===== config.mk =====
export PLATFORM = sky130hd
export DESIGN_NAME = baud3_gen
export DESIGN_NICKNAME = d
export VERILOG_FILES = /design/src/rtl/baud3_pkg.sv /design/src/rtl/baud3_mode_dec.sv /design/src/rtl/baud3_prescale.sv /design/src/rtl/baud3_bitcnt.sv /design/src/rtl/baud3_gen.sv
export SDC_FILE = /design/constraint.sdc
export NUM_CORES = 1
export LEC_CHECK = 0
export CAP_MARGIN = 20
export CORE_MARGIN = 2
export CORE_UTILIZATION = 57
export CTS_CLUSTER_SIZE = 28
export DETAILED_ROUTE_END_ITERATION = 10
export GPL_TIMING_DRIVEN = 0
export PLACE_DENSITY = 0.77
export SETUP_SLACK_MARGIN = 0.3
export SKIP_CTS_REPAIR_TIMING = 1
export SYNTH_ARGS = -nofsm -noshare
export SYNTH_HDL_FRONTEND = slang
export SYNTH_SLANG_ARGS = --single-unit
export TNS_END_PERCENT = 5

===== constraint.sdc =====
create_clock -name clk -period 3.7 [get_ports clk]
set_input_delay 0.74 -clock clk [delete_from_list [all_inputs] [get_ports clk]]
set_output_delay 0.74 -clock clk [all_outputs]
set_load 0.05 [all_outputs]

===== src/rtl/baud3_pkg.sv =====
package baud3_pkg;
  typedef enum logic [1:0] {
    BM_X16    = 2'd0,
    BM_XB     = 2'd1,
    BM_DIRECT = 2'd2
  } bmode_e;
endpackage


===== src/rtl/baud3_mode_dec.sv =====
module baud3_mode_dec
  import baud3_pkg::*;
#(
  parameter int A_W      = 16,
  parameter int B_W      = 4,
  parameter int OS_FIXED = 16,
  parameter int B_MIN    = 8,
  parameter int A_MIN    = 3,
  parameter int M_W      = 5
) (
  input  logic [A_W-1:0] a_val,
  input  logic [B_W-1:0] b_val,
  input  logic           xdiv_en,
  input  logic           div_one,
  input  logic           irda_sel,
  output bmode_e         mode,
  output logic [M_W-1:0] m_val,
  output logic           illegal
);
  logic xen_eff;

  // The infrared function forces the programmable divider off.
  assign xen_eff = xdiv_en & ~irda_sel;

  always_comb begin
    if (!xen_eff)     mode = BM_X16;
    else if (div_one) mode = BM_DIRECT;
    else              mode = BM_XB;
  end

  always_comb begin
    case (mode)
      BM_XB:     m_val = M_W'(b_val) + M_W'(1);
      BM_DIRECT: m_val = M_W'(1);
      default:   m_val = M_W'(OS_FIXED);
    endcase
  end

  always_comb begin
    case (mode)
      BM_XB:     illegal = (b_val < B_W'(B_MIN));
      BM_DIRECT: illegal = (a_val < A_W'(A_MIN));
      default:   illegal = 1'b0;
    endcase
  end
endmodule


===== src/rtl/baud3_prescale.sv =====
module baud3_prescale #(
  parameter int A_W    = 16,
  parameter int OFFSET = 2
) (
  input  logic           clk,
  input  logic           rst,
  input  logic           restart,
  input  logic [A_W-1:0] a_val,
  output logic           os_hit,
  output logic           os_tick
);
  localparam int P_W = A_W + 1;

  logic [P_W-1:0] cnt;
  logic [P_W-1:0] last;

  // One oversample period is A + OFFSET clocks.
  assign last   = {1'b0, a_val} + P_W'(OFFSET) - P_W'(1);
  assign os_hit = !restart && (cnt >= last);

  always_ff @(posedge clk) begin
    if (rst) begin
      cnt     <= '0;
      os_tick <= 1'b0;
    end else if (restart) begin
      cnt     <= '0;
      os_tick <= 1'b0;
    end else begin
      os_tick <= os_hit;
      cnt     <= os_hit ? '0 : cnt + P_W'(1);
    end
  end

  p_os_single_r2: assert property (@(posedge clk) disable iff (rst)
    os_tick |=> !os_tick);

  p_restart_quiet_r8: assert property (@(posedge clk) disable iff (rst)
    restart |=> !os_tick);
endmodule


===== src/rtl/baud3_bitcnt.sv =====
module baud3_bitcnt #(
  parameter int M_W = 5
) (
  input  logic           clk,
  input  logic           rst,
  input  logic           restart,
  input  logic           os_hit,
  input  logic [M_W-1:0] m_val,
  output logic           baud_tick
);
  logic [M_W-1:0] bcnt;
  logic           wrap;

  assign wrap = (bcnt >= m_val - M_W'(1));

  always_ff @(posedge clk) begin
    if (rst || restart) begin
      bcnt      <= '0;
      baud_tick <= 1'b0;
    end else if (os_hit) begin
      bcnt      <= wrap ? '0 : bcnt + M_W'(1);
      baud_tick <= wrap;
    end else begin
      baud_tick <= 1'b0;
    end
  end

  p_bcnt_range_r3: assert property (@(posedge clk) disable iff (rst || restart)
    bcnt < m_val);

  p_baud_from_os_r7: assert property (@(posedge clk) disable iff (rst)
    baud_tick |-> $past(os_hit));
endmodule


===== src/rtl/baud3_gen.sv =====
module baud3_gen
  import baud3_pkg::*;
#(
  parameter int BYTE_W   = 8,
  parameter int B_W      = 4,
  parameter int OS_FIXED = 16,
  parameter int OFFSET   = 2,
  parameter int B_MIN    = 8,
  parameter int A_MIN    = 3
) (
  input  logic              clk,
  input  logic              rst,
  input  logic [BYTE_W-1:0] div_a_lo,
  input  logic [BYTE_W-1:0] div_a_hi,
  input  logic [B_W-1:0]    div_b,
  input  logic              xdiv_en,
  input  logic              div_one,
  input  logic              irda_sel,
  output logic              os_tick,
  output logic              baud_tick,
  output logic              bad_cfg
);
  localparam int A_W   = 2 * BYTE_W;
  localparam int M_MAX = ((1 << B_W) > OS_FIXED) ? (1 << B_W) : OS_FIXED;
  localparam int M_W   = $clog2(M_MAX + 1);
  localparam int CFG_W = A_W + B_W + 3;

  logic [A_W-1:0]   a_val;
  logic [CFG_W-1:0] cfg, cfg_q;
  logic             restart;
  bmode_e           mode;
  logic [M_W-1:0]   m_val;
  logic             illegal;
  logic             os_hit;

  assign a_val   = {div_a_hi, div_a_lo};
  assign cfg     = {a_val, div_b, xdiv_en, div_one, irda_sel};
  assign restart = (cfg != cfg_q);

  always_ff @(posedge clk) begin
    if (rst) begin
      cfg_q   <= cfg;
      bad_cfg <= 1'b0;
    end else begin
      cfg_q   <= cfg;
      bad_cfg <= illegal;
    end
  end

  baud3_mode_dec #(
    .A_W(A_W), .B_W(B_W), .OS_FIXED(OS_FIXED),
    .B_MIN(B_MIN), .A_MIN(A_MIN), .M_W(M_W)
  ) u_dec (
    .a_val(a_val), .b_val(div_b), .xdiv_en(xdiv_en), .div_one(div_one),
    .irda_sel(irda_sel), .mode(mode), .m_val(m_val), .illegal(illegal)
  );

  baud3_prescale #(.A_W(A_W), .OFFSET(OFFSET)) u_pre (
    .clk(clk), .rst(rst), .restart(restart), .a_val(a_val),
    .os_hit(os_hit), .os_tick(os_tick)
  );

  baud3_bitcnt #(.M_W(M_W)) u_bit (
    .clk(clk), .rst(rst), .restart(restart), .os_hit(os_hit),
    .m_val(m_val), .baud_tick(baud_tick)
  );

  p_baud_with_os_r7: assert property (@(posedge clk) disable iff (rst)
    baud_tick |-> os_tick);

  p_direct_every_os_r5: assert property (@(posedge clk) disable iff (rst)
    (os_tick && $past(mode == BM_DIRECT) && !$past(restart)) |-> baud_tick);

  p_bad_xb_r9: assert property (@(posedge clk) disable iff (rst)
    (xdiv_en && !div_one && !irda_sel && div_b < B_W'(B_MIN)) |=> bad_cfg);

  p_irda_clean_r6: assert property (@(posedge clk) disable iff (rst)
    irda_sel |=> !bad_cfg);
endmodule


==> metrics.md, run 1 <==
| Metric | Value |
|---|---|
| Outcome | completed |
| Ranking of synthesized cells by area | dfxtp_1 34%, ha_1 12%, xnor2_1 9.0%, xor2_1 8.4%, nand3_1 3.7% |
| Crit Path Max Fanout | 10 |
| Critical Path End Type | flip-flop |
| All-Layer GR Usage | 21.3% |
| Sw Share | 22.3% |
| Met3 wire len | 165 µm |
| Power Internal | 837 µW |
| Synthesized area | 0.00282 mm² |
| Initial Util | 59.2% |
| Total Wirelength | 5730 µm |
| Final Wtd Congestion | 0.786 |
| Initial antenna violation count | 0 |
| Synth unique cells | 42 |
| Final net count | 401 |
| Final Hold Vio Count | 0 |
| Seq/Total Area, Yosys | 34.1% |
| Slew @ Worst Pin | 0.497 ns |
| Overall Power | 1080 µW |
| Ratio of final minimum period to clock period | 89.5% |
| Met1 WL | 2690 µm |
| Grt ovf | 0 |
| CORE AREA | 0.00475 mm² |
| Met2 WL | 2770 µm |
| Initial DRC Count | 52 |
| Max stage delay cell, worst path | clkdlybuf4s50_1 |
| CTS Root Cell | clkbuf_8 |
| CTS tree | done |
| Num CTS Buffers | 5 |
| Slew Viols, Final | 0 |
| Top Layer Used | met4 |
| Area Overhead vs Synth | 22.2% |
| Synthesized instance count | 310 |
| Share of cells above drive strength 1 | 15.1% |
| RSZ-0062 raised after global routing | yes |
| Crit path time final | 3.31 ns |
| Vias in the first global route | 2068 |
| Post-layout util | 72.3% |
| Comb power frac | 12.9% |
| Area leader, netlist | dfxtp_1 |
| Die Area | 0.00552 mm² |
| Hpwl dp | 4290 µm |
| Setup TNS Final | 0 ns |
| Largest net degree at the start of global routing | 15 |
| Cell Rows | 25 |
| Final setup vio count | 0 |
| Slowest stage delay, CP | 0.48 ns |
| Hold Path Class | reg -> reg |
| H-tree depth | 2 |
| Post-synth top area share | 34.1% |
| Clk pwr share | 37.4% |
| Clock-pin slew on the worst setup and hold paths | 0.08 ns |
| Mean number of vias per cell | 5.50 |
| Max Cap Viol | 0 |
| FF+latch count, synth | 48 |
| Leak Pwr | 0.00132 µW |
| Worst Setup Start Kind | input port |
| Top FF cell, synth | dfxtp_1 |
| CP Data Required Time | 3.94 ns |
| Antenna Violating Nets Remaining | 0 |
| Sequential power share | 49.7% |
| Sw power | 240 µW |
| Worst Hold Depth | 2 |
| Syn_nets | 362 |
| Post-synth ARST share | 0% |
| Post-Syn Area per Cell | 9.08 µm² |
| EDFF count, synth | 0 |
| Vias | 2294 |
| Yosys warning count | 0 |
| Power Density | 313 mW/mm² |
| Global-route wire length before repair | 9040 µm |
| Critical-path cell list | clkdlybuf4s50_1 -> clkbuf_4 -> nand3_1 -> nor2_2 -> xnor2_1 -> ha_1 -> a21oi_2 -> o21ai_0 -> a21o_1 -> o21a_4 -> or3_1 -> buf_6 -> buf_12 -> nor2_4 |
| Detailed Routing Iterations Pass 1 | 4 |
| Worst reg2reg path depth | 10 |
| DRC violations left | 0 |
| Top Ports | 28 |
| CTS Sinks | 48 |
| IO buf count | 27 |
| Die Y | 74.3 µm |
| Relative slew slack | 66.8% |
| Clock skew | 0.00573 ns |
| Clock tree buffer depth | 2 |
| Arr. time, crit path | 3.55 ns |
| ANT cells | 0 |
| Skew-Pair Late Insertion Delay | 0.30 ns |
| Worst VDD drop | 0.278 mV |
| Die Wd | 74.3 µm |
| Fmax | 302 MHz |
| Post-DR wirelength/cell | 13.7 µm |
| Critical path class | in -> reg |
## cells in the final DEF, fill, tap and decap left out, types with 8 or more instances in the layout
cell type / instances
a21oi_1: 12
ha_1: 25
xnor2_1: 29
dfxtp_1: 48
nand3_1: 21
nor2_1: 22
nand2_1: 13
o21ai_0: 10
nand4_1: 12
nor2_4: 8
clkdlybuf4s50_1: 18
xor2_1: 27
inv_1: 8
## registers in the layout, indices dropped and copies added, names as in the netlist
signal / flops
u_pre.cnt: 17
cfg_q: 23
u_bit.bcnt: 5
bad_cfg: 1
u_bit.baud_tick: 1
u_pre.os_tick: 1
## synth_stat cells (3+ instances only)
cell	n
a21oi_1	13
and3_1	7
buf_2	3
clkbuf_1	4
dfxtp_1	48
ha_1	27
inv_1	8
nand2_1	14
nand3_1	21
nand4_1	12
nor2_1	27
nor2_4	8
nor2b_1	5
nor3_1	7
nor4_1	4
o21ai_0	12
o31ai_1	3
xnor2_1	29
xor2_1	27
## critical path: cells and delay by family
family	cells	cell delay [ns]
AOI/OAI and AO/OA	4	0.72
xor gates and xnor gates	1	0.08
adders and majority gates	1	0.35
buffers and inverters	4	0.98
and+or+nand+nor	4	0.69
## metal layers
metal  track usage [%]  vias up
li1                  -     1173
met1              27.5     1062
met2              36.0       45
met3              4.07       14
met4              6.94        0
met5                 0        -
## area by class of cell
cell class                 count  area, µm²
fill                         368       1320
clock inverter                 1       30.0
timing repair buffer          32        315
tap                           67       83.8
multi-input combinational    245       1840
buffer                         9       83.8
inverter                       8       30.0
clock buffer                   7       96.3
sequential                    48        961
## stage by stage
step	hold WS (ns)	setup WS, ns	area, µm²	cells
6_report	0.514	0.387	3440	417
5_1_grt	0.541	0.235	3440	417
4_1_cts	0.517	-0.181	3300	412
3_5_place_dp	0.504	-0.469	3170	404
3_3_place_gp	0.489	-0.402	3170	404
2_1_floorplan	0.462	0.417	2820	310
## path summary, 6_finish.rpt
path / from / to / slack (ns)
hold reg to reg: u_bit.bcnt[4] / u_bit.bcnt[4] / 0.51
setup / recovery: div_a_lo[7] / u_pre.cnt[9] / 0.39
setup reg to reg: u_pre.cnt[0] / u_pre.cnt[9] / 1.39
hold / removal: u_bit.bcnt[4] / u_bit.bcnt[4] / 0.51
## power by group through the flow
stage / Combinational, µW / Sequential [µW] / Clock, µW
6_report: 139 / 535 / 403
5_1_grt: 152 / 537 / 436
4_1_cts: 131 / 535 / 411
3_5_place_dp: 129 / 548 / 0
3_3_place_gp: 127 / 547 / 0
2_1_floorplan: 74.1 / 547 / 0
## cells by family after synthesis
kind of cell             Yosys count  share of synthesized area [%]
AO/OA/AOI/OAI                     42                           8.98
XOR/XNOR                          56                           17.4
adder cells (fa/ha/maj)           27                           12.0
buffers and inverters             17                           3.24
flip-flops                        48                           34.1
AND/OR/NAND/NOR                  120                           24.2
(Power assumes the default switching activity.)
==> inputs of run 2 (changes only) <==
--- a/config.mk
+++ b/config.mk
@@ -6,14 +6,14 @@
 export NUM_CORES = 1
 export LEC_CHECK = 0
 export CAP_MARGIN = 20
-export CORE_MARGIN = 2
+export CORE_ASPECT_RATIO = 0.8
+export CORE_MARGIN = 5
 export CORE_UTILIZATION = 57
 export CTS_CLUSTER_SIZE = 28
 export DETAILED_ROUTE_END_ITERATION = 10
 export GPL_TIMING_DRIVEN = 0
 export PLACE_DENSITY = 0.77
 export SETUP_SLACK_MARGIN = 0.3
-export SKIP_CTS_REPAIR_TIMING = 1
 export SYNTH_ARGS = -nofsm -noshare
 export SYNTH_HDL_FRONTEND = slang
 export SYNTH_SLANG_ARGS = --single-unit
==> metrics.md, run 2 (synthesis gave the netlist of run 1 again) <==
| Metric | Value |
|---|---|
| Most frequent cells in the layout | 48 x dfxtp_1, 27 x xnor2_1, 27 x xor2_1 |
| Min-delay src | u_bit.bcnt[3] |
| Worst Hold Depth | 2 |
| Ratio of final minimum period to clock period | 92.1% |
| Pre-CTS setup slack | -0.521 ns |
| Worst reg2reg path depth | 10 |
| Register Area | 961 µm² |
| Max Cap Viol | 0 |
| Share of cells above drive strength 1 | 22.3% |
| Die Y | 72.9 µm |
| Largest net degree at the start of global routing | 17 |
| Worst R2R Start | u_pre.cnt[0] |
| Power Density | 281 mW/mm² |
| Global-route wire length before repair | 10100 µm |
| Relative slew slack | 65.6% |
| Critical Path End Type | flip-flop |
| Vias in the first global route | 2230 |
| Hold Path Class | reg -> reg |
| RSZ-0062 raised after global routing | yes |
| Cell Rows | 22 |
| Placed cells | 397 |
| Skew-Pair Late Insertion Delay | 0.31 ns |
| Worst R2R Setup Slack | 1.28 ns |
| IO buf count | 27 |
| Antenna Violating Nets Remaining | 0 |
| Final Wtd Congestion | 0.793 |
| # hold bufs at CTS | 0 |
| Final net count | 423 |
| CTS tree | done |
| CP Data Required Time | 3.96 ns |
| Finished Layout Cells | 432 |
| Slowest stage delay, CP | 0.36 ns |
| Commonest non-fill, non-tap cell in the layout | dfxtp_1 |
| All-Layer GR Usage | 19.8% |
| Max stage delay cell, worst path | or3_4 |
| Top Ports | 28 |
| CTS Root Cell | clkbuf_8 |
| Area Overhead vs Synth | 27.8% |
| Multi-input combinational cell area | 0.00188 mm² |
| Top flop regs | cfg_q: 23 flops, u_pre.cnt: 17 flops, u_bit.bcnt: 5 flops |
| # fillers | 319 |
| Total Wirelength | 6760 µm |
| Leak Pwr | 0.00141 µW |
| Final setup vio count | 0 |
| Post-DR wirelength/cell | 15.6 µm |
| Arr. time, crit path | 3.67 ns |
| CTS Sinks | 48 |
| Num CTS Buffers | 5 |
| Initial antenna violation count | 0 |
| Buf+Inv Stages, Crit Path | 3 |
| ANT cells | 0 |
| Critical path class | in -> reg |
| Family with the most delay on the worst path | simple AND/OR/NAND/NOR gates |
| Hold Crit Endpoint | u_bit.bcnt[3] |
| Die Wd | 88.6 µm |
| Clock-pin slew on the worst setup and hold paths | 0.10 ns |
| Max FFs per register | 23 |
| Crit Path Max Fanout | 6 |
| DRC violations left | 0 |
| WHS | 0.518 ns |
| Mean number of vias per cell | 5.58 |
| Fmax | 293 MHz |
| CORE AREA | 0.00468 mm² |
| H-tree depth | 2 |
| Worst VDD drop | 0.234 mV |
| Post-route setup slack | 0.291 ns |
| Hpwl dp | 4410 µm |
| Detailed Routing Iterations Pass 1 | 4 |
| Outcome | completed |
| Grt ovf | 0 |
| Clock tree buffer depth | 2 |
| Critical-path cell list | buf_2 -> ha_4 -> nand3_2 -> nor2_2 -> nand2_1 -> nor2_1 -> xnor2_1 -> ha_1 -> a21oi_1 -> o21ai_1 -> a21o_1 -> o21a_4 -> or3_4 -> buf_6 -> bufbuf_16 -> nor2_4 |
| Clock skew | 0.00623 ns |
| Reg with most FFs | cfg_q |
| Final Hold Vio Count | 0 |
| Initial Util | 60.2% |
| Vias | 2412 |
| Initial DRC Count | 140 |
| Crit path time final | 3.41 ns |
| Worst Setup Start Kind | input port |
| Reg-to-reg endpoint | u_pre.cnt[10] |
| Slew @ Worst Pin | 0.515 ns |
| Die Area | 0.00645 mm² |
| Slew Viols, Final | 0 |
| Setup TNS Final | 0 ns |
[run 2: cell count changes in the layout (fill, tap and decap cells not counted), moves of 3 or more]
cell | previous run | this run
nand3_2 | 1 | 4
buf_4 | 6 | 26
nand3_1 | 21 | 18
dlymetal6s2s_1 | 7 | 4
clkdlybuf4s50_1 | 18 | 14
[run 2: through the flow]
step | power [µW] | instance area [µm²] | util (%)
2_1_floorplan | 622 | 2820 | -
3_3_place_gp | 674 | 3160 | 67.5
3_5_place_dp | 677 | 3160 | 67.5
4_1_cts | 1000 | 3450 | 73.8
5_1_grt | 1050 | 3600 | 76.9
6_report | 1010 | 3600 | 76.9
[run 2: power breakdown]
group / switching, µW / internal (µW) / leakage [µW]
sequential: 5.77 / 530 / 0.000395
combinational: 75.9 / 73.7 / 0.000971
clock: 193 / 134 / 0.0000404
[run 2: how the worst max path moves through the flow]
| stage | start | end | slack (ns) | cells after the start |
|---|---|---|---|---|
| floorplan | div_a_lo[2] | u_pre.cnt[7] | 0.42 | 15 |
| global placement | div_a_lo[0] | u_pre.cnt[10] | -0.44 | 16 |
| detailed placement | div_a_lo[0] | u_pre.cnt[8] | -0.52 | 16 |
| CTS | div_a_lo[6] | u_pre.cnt[6] | 0.31 | 14 |
| global route | div_a_lo[0] | u_pre.cnt[1] | 0.14 | 16 |
| finish | div_a_lo[0] | u_pre.cnt[10] | 0.29 | 16 |
[run 2: worst reg2reg max path: stages, from the launching register on]
cell,delay [ns]
dfxtp_1,0.45
inv_1,0.08
ha_1,0.27
nor2b_1,0.11
o21ai_0,0.13
a21o_1,0.23
o21a_4,0.23
or3_4,0.36
buf_6,0.14
bufbuf_16,0.27
nor2_4,0.09
[run 2: repair_timing]
item,CTS,global route
setup buffers,13,13
endpoints found under the setup margin,24,21
endpoints found under the hold margin,0,0
gates cloned,1,0
gates resized for setup,34,39
pin swaps,8,13
[run 2: layout make-up]
class | instances | area share [%]
multi-input cells | 245 | 52.1
flip-flops and latches | 48 | 26.7
repair buffers | 54 | 13.1
plain buffers | 9 | 2.57
well taps | 60 | 2.09
clock buffers | 5 | 1.91
inverters | 8 | 0.834
clock inverters | 3 | 0.661
[run 2: routing by layer]
layer	global-route usage, %	share of wire (%)
met5	0	0
met4	5.37	2.9
met3	3.72	3.8
met1	25.8	44
met2	33.4	49
